`src/rtl/rxirq_pkg.sv`:
```
package rxirq_pkg;
    typedef enum logic [2:0] {
        ST_MASKED,
        ST_IDLE,
        ST_MODERATE,
        ST_WRITE,
        ST_FIRE
    } irq_state_e;
endpackage

```
`src/rtl/rxirq_mod_timer.sv`:
```
module rxirq_mod_timer #(
    parameter int TIMER_W = 16,
    parameter int CNT_W   = 8
) (
    input  logic               clk,
    input  logic               rst_n,
    input  logic               start,
    input  logic               evt,
    input  logic               clr,
    input  logic [TIMER_W-1:0] delay,
    input  logic [CNT_W-1:0]   thresh,
    output logic               fire
);
    localparam logic [TIMER_W-1:0] TMR_MAX = '1;
    localparam logic [CNT_W-1:0]   CNT_MAX = '1;
    localparam logic [CNT_W-1:0]   CNT_ONE = CNT_W'(1);

    logic               active;
    logic [TIMER_W-1:0] tmr;
    logic [CNT_W-1:0]   cnt;

    always_ff @(posedge clk) begin
        if (!rst_n) begin
            active <= 1'b0;
            tmr    <= '0;
            cnt    <= '0;
        end else if (clr) begin
            active <= 1'b0;
        end else if (start) begin
            active <= 1'b1;
            tmr    <= '0;
            cnt    <= CNT_ONE;
        end else if (active) begin
            if (tmr != TMR_MAX) tmr <= tmr + 1'b1;
            if (evt && cnt != CNT_MAX) cnt <= cnt + 1'b1;
        end
    end

    always_comb begin
        fire = active && ((tmr >= delay) || ((thresh != '0) && (cnt >= thresh)));
    end

    // a cleared engine cannot expire in the next cycle
    assert_no_fire_after_clr_R3: assert property (@(posedge clk) disable iff (!rst_n)
        clr && !start |=> !fire);
endmodule

```
`src/rtl/rxirq_single_ctl.sv`:
```
module rxirq_single_ctl #(
    parameter int NQ      = 4,
    parameter int TIMER_W = 16,
    parameter int CNT_W   = 8
) (
    input  logic               clk,
    input  logic               rst_n,
    input  logic               active_mode,
    input  logic [NQ-1:0]      work,
    input  logic               sw_en,
    input  logic               wr_done,
    input  logic [TIMER_W-1:0] delay,
    input  logic [CNT_W-1:0]   thresh,
    output logic               wr_req,
    output logic [NQ-1:0]      wr_vec,
    output logic               irq,
    output logic               masked
);
    import rxirq_pkg::*;

    irq_state_e    state, nxt;
    logic [NQ-1:0] vec_q, snap_q, work_g;
    logic          sw_en_g, t_start, t_clr, t_fire;

    assign work_g  = active_mode ? work : '0;
    assign sw_en_g = active_mode & sw_en;

    rxirq_mod_timer #(.TIMER_W(TIMER_W), .CNT_W(CNT_W)) u_timer (
        .clk(clk), .rst_n(rst_n), .start(t_start), .evt(|work_g),
        .clr(t_clr), .delay(delay), .thresh(thresh), .fire(t_fire)
    );

    always_comb begin
        nxt     = state;
        t_start = 1'b0;
        t_clr   = 1'b0;
        unique case (state)
            ST_MASKED: if (sw_en_g) begin
                if ((vec_q != '0) || (work_g != '0)) begin
                    t_start = 1'b1;
                    nxt     = ST_MODERATE;
                end else begin
                    nxt = ST_IDLE;
                end
            end
            ST_IDLE: if (work_g != '0) begin
                t_start = 1'b1;
                nxt     = ST_MODERATE;
            end
            ST_MODERATE: if (t_fire) begin
                t_clr = 1'b1;
                nxt   = ST_WRITE;
            end
            ST_WRITE: if (wr_done) nxt = ST_FIRE;
            ST_FIRE:  nxt = ST_MASKED;
            default:  nxt = ST_MASKED;
        endcase
    end

    always_ff @(posedge clk) begin
        if (!rst_n) state <= ST_MASKED;
        else        state <= nxt;
    end

    always_ff @(posedge clk) begin
        if (!rst_n) begin
            vec_q  <= '0;
            snap_q <= '0;
        end else if (state == ST_MODERATE && t_fire) begin
            snap_q <= vec_q;
            vec_q  <= work_g;
        end else begin
            vec_q <= vec_q | work_g;
        end
    end

    always_comb begin
        wr_req = (state == ST_WRITE);
        irq    = (state == ST_FIRE);
        masked = (state == ST_MASKED);
        wr_vec = snap_q;
    end

    assert_req_held_R5: assert property (@(posedge clk) disable iff (!rst_n)
        wr_req && !wr_done |=> wr_req && $stable(wr_vec));
    assert_irq_after_done_R5: assert property (@(posedge clk) disable iff (!rst_n)
        $rose(irq) |-> $past(wr_req && wr_done));
    assert_masked_after_irq_R6: assert property (@(posedge clk) disable iff (!rst_n)
        irq |=> masked && !irq);
    assert_stay_masked_R6: assert property (@(posedge clk) disable iff (!rst_n)
        masked && !sw_en_g |=> masked && !wr_req);
    assert_vec_nonempty_R2: assert property (@(posedge clk) disable iff (!rst_n)
        $rose(wr_req) |-> wr_vec != '0);
endmodule

```
`src/rtl/rxirq_queue_ctl.sv`:
```
module rxirq_queue_ctl #(
    parameter int TIMER_W = 16,
    parameter int CNT_W   = 8
) (
    input  logic               clk,
    input  logic               rst_n,
    input  logic               active_mode,
    input  logic               work,
    input  logic               sw_en,
    input  logic [TIMER_W-1:0] delay,
    input  logic [CNT_W-1:0]   thresh,
    output logic               irq,
    output logic               masked
);
    import rxirq_pkg::*;

    irq_state_e state, nxt;
    logic       pend_q, work_g, sw_en_g, t_start, t_clr, t_fire;

    assign work_g  = active_mode & work;
    assign sw_en_g = active_mode & sw_en;

    rxirq_mod_timer #(.TIMER_W(TIMER_W), .CNT_W(CNT_W)) u_timer (
        .clk(clk), .rst_n(rst_n), .start(t_start), .evt(work_g),
        .clr(t_clr), .delay(delay), .thresh(thresh), .fire(t_fire)
    );

    always_comb begin
        nxt     = state;
        t_start = 1'b0;
        t_clr   = 1'b0;
        unique case (state)
            ST_MASKED: if (sw_en_g) begin
                if (pend_q || work_g) begin
                    t_start = 1'b1;
                    nxt     = ST_MODERATE;
                end else begin
                    nxt = ST_IDLE;
                end
            end
            ST_IDLE: if (work_g) begin
                t_start = 1'b1;
                nxt     = ST_MODERATE;
            end
            ST_MODERATE: if (t_fire) begin
                t_clr = 1'b1;
                nxt   = ST_FIRE;
            end
            ST_FIRE: nxt = ST_MASKED;
            default: nxt = ST_MASKED;
        endcase
    end

    always_ff @(posedge clk) begin
        if (!rst_n) state <= ST_MASKED;
        else        state <= nxt;
    end

    always_ff @(posedge clk) begin
        if (!rst_n)                               pend_q <= 1'b0;
        else if (state == ST_MODERATE && t_fire)  pend_q <= work_g;
        else                                      pend_q <= pend_q | work_g;
    end

    always_comb begin
        irq    = (state == ST_FIRE);
        masked = (state == ST_MASKED);
    end

    assert_q_irq_one_cycle_R9: assert property (@(posedge clk) disable iff (!rst_n)
        irq |=> !irq && masked);
    assert_q_stay_masked_R10: assert property (@(posedge clk) disable iff (!rst_n)
        masked && !sw_en_g |=> masked);
endmodule

```
`src/rtl/rxq_irq_moderator.sv`:
```
module rxq_irq_moderator #(
    parameter int NQ      = 4,
    parameter int TIMER_W = 16,
    parameter int CNT_W   = 8
) (
    input  logic               clk,
    input  logic               rst_n,
    input  logic               mode_per_q,
    input  logic [TIMER_W-1:0] mod_delay,
    input  logic [CNT_W-1:0]   mod_thresh,
    input  logic [NQ-1:0]      work_in,
    input  logic               sw_en_single,
    input  logic [NQ-1:0]      sw_en_q,
    input  logic               vec_wr_done,
    output logic               vec_wr_req,
    output logic [NQ-1:0]      vec_wr_data,
    output logic               irq_single,
    output logic [NQ-1:0]      irq_q
);
    logic          single_masked;
    logic [NQ-1:0] q_masked;
    logic          all_masked;

    rxirq_single_ctl #(.NQ(NQ), .TIMER_W(TIMER_W), .CNT_W(CNT_W)) u_single (
        .clk(clk), .rst_n(rst_n), .active_mode(!mode_per_q), .work(work_in),
        .sw_en(sw_en_single), .wr_done(vec_wr_done), .delay(mod_delay),
        .thresh(mod_thresh), .wr_req(vec_wr_req), .wr_vec(vec_wr_data),
        .irq(irq_single), .masked(single_masked)
    );

    for (genvar g = 0; g < NQ; g++) begin : g_queue
        rxirq_queue_ctl #(.TIMER_W(TIMER_W), .CNT_W(CNT_W)) u_q (
            .clk(clk), .rst_n(rst_n), .active_mode(mode_per_q),
            .work(work_in[g]), .sw_en(sw_en_q[g]), .delay(mod_delay),
            .thresh(mod_thresh), .irq(irq_q[g]), .masked(q_masked[g])
        );
    end

    assign all_masked = single_masked && (&q_masked);

    assert_mode_change_masked_R11: assert property (@(posedge clk) disable iff (!rst_n)
        !$stable(mode_per_q) |-> $past(all_masked));
    assert_single_quiet_in_q_mode_R11: assert property (@(posedge clk) disable iff (!rst_n)
        mode_per_q |-> !vec_wr_req && !irq_single);
    assert_q_quiet_in_single_mode_R11: assert property (@(posedge clk) disable iff (!rst_n)
        !mode_per_q |-> irq_q == '0);
endmodule

```
`config.mk`:
```
export PLATFORM = sky130hd
export DESIGN_NAME = rxq_irq_moderator
export DESIGN_NICKNAME = d
export VERILOG_FILES = /design/src/rtl/rxirq_pkg.sv /design/src/rtl/rxirq_mod_timer.sv /design/src/rtl/rxirq_single_ctl.sv /design/src/rtl/rxirq_queue_ctl.sv /design/src/rtl/rxq_irq_moderator.sv
export SDC_FILE = /design/constraint.sdc
export NUM_CORES = 1
export LEC_CHECK = 0
export ABC_AREA = 1
export BUFFER_PORTS_ARGS = -buffer_cell sky130_fd_sc_hd__buf_4
export CAP_MARGIN = 20
export CORE_ASPECT_RATIO = 0.8
export CORE_UTILIZATION = 47
export DETAILED_ROUTE_END_ITERATION = 10
export HOLD_SLACK_MARGIN = 0.06
export SETUP_SLACK_MARGIN = 0.3
export SYNTH_ARGS = -nofsm -noshare
export SYNTH_HDL_FRONTEND = slang
export SYNTH_SLANG_ARGS = --single-unit
```
`constraint.sdc`:
```
create_clock -name clk -period 4.85 [get_ports clk]
set_clock_uncertainty 0.15 [all_clocks]
set_input_delay 0.2425 -clock clk [delete_from_list [all_inputs] [get_ports clk]]
set_output_delay 0.2425 -clock clk [all_outputs]
set_load 0.01 [all_outputs]
```
==> flow_summary.json <==
{
  "viasPerCell": 5.283,
  "hold_path_depth": 5,
  "wl_per_cell_um": 15.40,
  "place_congestion": 0.9036,
  "synth_edf_count": 0,
  "tritoncts": "done",
  "arrival_ns": 3.33,
  "synth_area_um2": 11990,
  "reg2regPathDepth": 14,
  "cts_resized": 0,
  "placed_cells": 2210,
  "r2r-start": "g_queue[0].u_q.u_timer.tmr[7]",
  "yosys-top-cells-area": "dfxtp_1 (25%), nand2_1 (15%), ha_1 (14%), nor2_1 (9.8%), nand3_1 (8.2%)",
  "r2r-end": "g_queue[0].u_q.u_timer.tmr[4]",
  "fp.dieW_um": 180.6,
  "syn_inst": 1903,
  "syn_area_per_cell_um2": 6.303,
  "antenna_found_initial": 0,
  "tns_ns": 0,
  "max_freq_mhz": 322.0,
  "grt_pass1_wl_mm": 55.21,
  "clockBufferDepth": 2,
  "final_cell_area_um2": 13100,
  "detail-route-antenna-nets": 0,
  "initial_core_util": 0.4857,
  "postCtsSetupRepairBufs": 0,
  "coreArea_um2": 24690,
  "ys.flop_type": "dfxtp_1",
  "final_layout_size_suffix_gt1_frac": 0.07413,
  "p_seq_frac": 0.361,
  "grt_pass1_vias": 10450,
  "ios": 47,
  "critical_path_class": "input port to flip-flop",
  "insertion_delay_ns": 0.44,
  "cts_root_buf": "clkbuf_16",
  "dpl_cell_area_um2": 12400,
  "dieArea_um2": 26170,
  "ctsHoldBuffers": 5,
  "finalHoldViolations": 0,
  "insertedDiodeCount": 0,
  "synth_top_area_frac": 0.2537,
  "grtUsageTotal": 0.2698,
  "netlist-cell-type-count": 45,
  "syn_nets": 2070,
  "layout.cells.non_filler": 2247,
  "cts_made_buffers": 17,
  "grt_max_degree": 81,
  "status": "complete, no violations",
  "routed_wl_mm": 34.60,
  "slew_viol_final": 0,
  "period_share": 0.6402,
  "rsz0062_at_grt": "no",
  "nNetsFinal": 2083,
  "area_growth_pct": 9.201,
  "ir_drop_v": 0.0002540,
  "synth_seq_area_share": 0.2537,
  "ys_ff_latch": 152,
  "tightest_slew_ns": 1.059,
  "worstHoldStart": "sw_en_q[1]",
  "power_density_nw_per_um2": 386.2,
  "cap_viol_max_count": 0,
  "fp-row-count": 51,
  "crit_path_max_fanout": 32,
  "clkTransAtPathRegs_ns": 0.07,
  "die_y_um": 144.9,
  "grt_overflow": 0,
  "relSlewSlack": 0.2921,
  "p_sw_mw": 2.010,
  "vias": 11870,
  "fill_cells": 2501,
  "ys_async_sr_fraction": 0,
  "io_buffers": 46,
  "dp_hpwl_mm": 24.70,
  "setup_violations": 0,
  "endpoint_kind": "flip-flop",
  "required_ns": 5.08,
  "p_int_mw": 3.048,
  "rrSetupSlack_ns": 1.96,
  "critPathLaunch": "work_in[0]",
  "htreeDepth": 4,
  "clockPowerShare": 0.297,
  "drt_iter0_markers": 1088,
  "first_pass_iters": 6,
  "startpoint_type": "input port",
  "switching_share": 0.3973,
  "multi_input_area_um2": 7815,
  "p_leak_nw": 6.413,
  "worstHoldEndpoint": "g_queue[1].u_q.state[0]",
  "fin_crit_ns": 3.105,
  "regArea_um2": 3043,
  "combPwrFrac": 0.342,
  "cts.sinks": 152,
  "yosysTopAreaCell": "dfxtp_1",
  "whs_ns": 0.09207,
  "worstHoldPathType": "input port to flip-flop",
  "drc": 0,
  "yosys_warnings": 0
}
worst max-delay path: stages:
cell and delay [ns]:
dlygate4sd3_1 0.53, buf_4 0.17, nand2_1 0.10, inv_2 0.06, or2_1 0.24, nand4_1 0.08
nand2_1 0.30, inv_2 0.38, nand2_1 0.69, nand3_1 0.33, nand2_1 0.08, nor2_1 0.11
through the flow:
| step | setup WS [ns] | power, mW | utilization |
|---|---|---|---|
| floorplan | 2.813 | 3.141 | - |
| global placement | 1.942 | 3.514 | 0.5022 |
| detailed placement | 1.859 | 3.549 | 0.5022 |
| CTS | 1.833 | 5.070 | 0.5304 |
| global route | 1.544 | 5.460 | 0.5304 |
| finish | 1.745 | 5.058 | 0.5304 |
Yosys cell counts (11+ instances only):
master / number
nand4_1: 30
buf_4: 12
nand3_1: 197
dfxtp_1: 152
xnor2_1: 11
ha_1: 130
xor2_1: 17
nor2_1: 314
buf_2: 22
inv_1: 189
inv_2: 11
a21oi_1: 131
o21ai_0: 56
clkbuf_1: 18
nand2_1: 481
nor3_1: 27
cells by family after synthesis:
kind of cell | count (synthesis) | share of synthesized area
XOR/XNOR | 28 | 0.02045
buffers and inverters | 264 | 0.09472
adder cells (fa/ha/maj) | 130 | 0.1356
AO/OA/AOI/OAI | 220 | 0.1009
flip-flops | 152 | 0.2537
AND/OR/NAND/NOR | 1109 | 0.3946
layout by cell type (no fill, tap or decap), types with 3 or more instances in the layout:
| cell type | n |
|---|---|
| o211ai_1 | 7 |
| nand2_4 | 5 |
| nor4_1 | 5 |
| nor2_2 | 10 |
| nand3_1 | 197 |
| dfxtp_1 | 152 |
| o21bai_1 | 10 |
| inv_2 | 11 |
| ha_1 | 130 |
| nand2_2 | 10 |
| nand2_1 | 481 |
| dlygate4sd3_1 | 5 |
| a21oi_1 | 131 |
| a31o_2 | 4 |
| bufinv_16 | 4 |
| nor3_1 | 27 |
| nand3b_1 | 3 |
| and2_1 | 3 |
| clkinv_4 | 3 |
| xor2_1 | 17 |
| clkbuf_16 | 17 |
| nand4_1 | 30 |
| nor3b_1 | 6 |
| inv_1 | 189 |
| o21a_1 | 4 |
| or2_2 | 8 |
| nor2_1 | 314 |
| o21ai_0 | 56 |
| xnor2_1 | 11 |
| buf_4 | 51 |
| inv_6 | 3 |
flip-flops by register name, indices dropped and copies added (netlist names):
signal and cells:
u_single.u_timer.tmr 16, u_single.vec_q 4, g_queue.u_q.u_timer.tmr 64, g_queue.u_q.u_timer.cnt 32
g_queue.u_q.pend_q 4, g_queue.u_q.state 12, u_single.state 3, u_single.u_timer.active 1
u_single.wr_vec 4, u_single.u_timer.cnt 8, g_queue.u_q.u_timer.active 4
cell type report:
type / instances / area share
well taps: 318 / 0.03038
inverters: 202 / 0.05827
multi-input cells: 1487 / 0.5967
repair buffers: 56 / 0.03305
clock buffers: 19 / 0.03458
clock inverters: 13 / 0.01471
flip-flops and latches: 152 / 0.2323
metal layers:
layer | global-route usage | vias to the layer above | wire [um]
li1 | - | 6218 | -
met1 | 0.3807 | 5253 | 17410
met2 | 0.4119 | 356 | 14220
met3 | 0.05681 | 45 | 2370
met4 | 0.07827 | 0 | 605
met5 | 0 | - | 0
how the worst max path moves through the flow:
| stage | to | slack [ns] | cells after the start |
|---|---|---|---|
| after floorplan | u_single.u_timer.tmr[0] | 2.81 | 13 |
| after global placement | g_queue[0].u_q.u_timer.tmr[3] | 1.94 | 16 |
| after detailed placement | g_queue[0].u_q.u_timer.tmr[7] | 1.86 | 10 |
| after CTS | g_queue[0].u_q.u_timer.tmr[6] | 1.83 | 12 |
| after global routing | g_queue[0].u_q.u_timer.tmr[4] | 1.54 | 12 |
| final | g_queue[0].u_q.u_timer.tmr[4] | 1.74 | 12 |
power by group through the flow:
stage / Clock [mW] / Sequential, mW / Combinational [mW]
3_3_place_gp: 0 / 1.84 / 1.67
6_report: 1.50 / 1.82 / 1.73
4_1_cts: 1.53 / 1.81 / 1.72
2_1_floorplan: 0 / 1.70 / 1.44
3_5_place_dp: 0 / 1.84 / 1.71
5_1_grt: 1.58 / 1.86 / 2.03
Note: power is estimated with default switching activity, not from simulation.
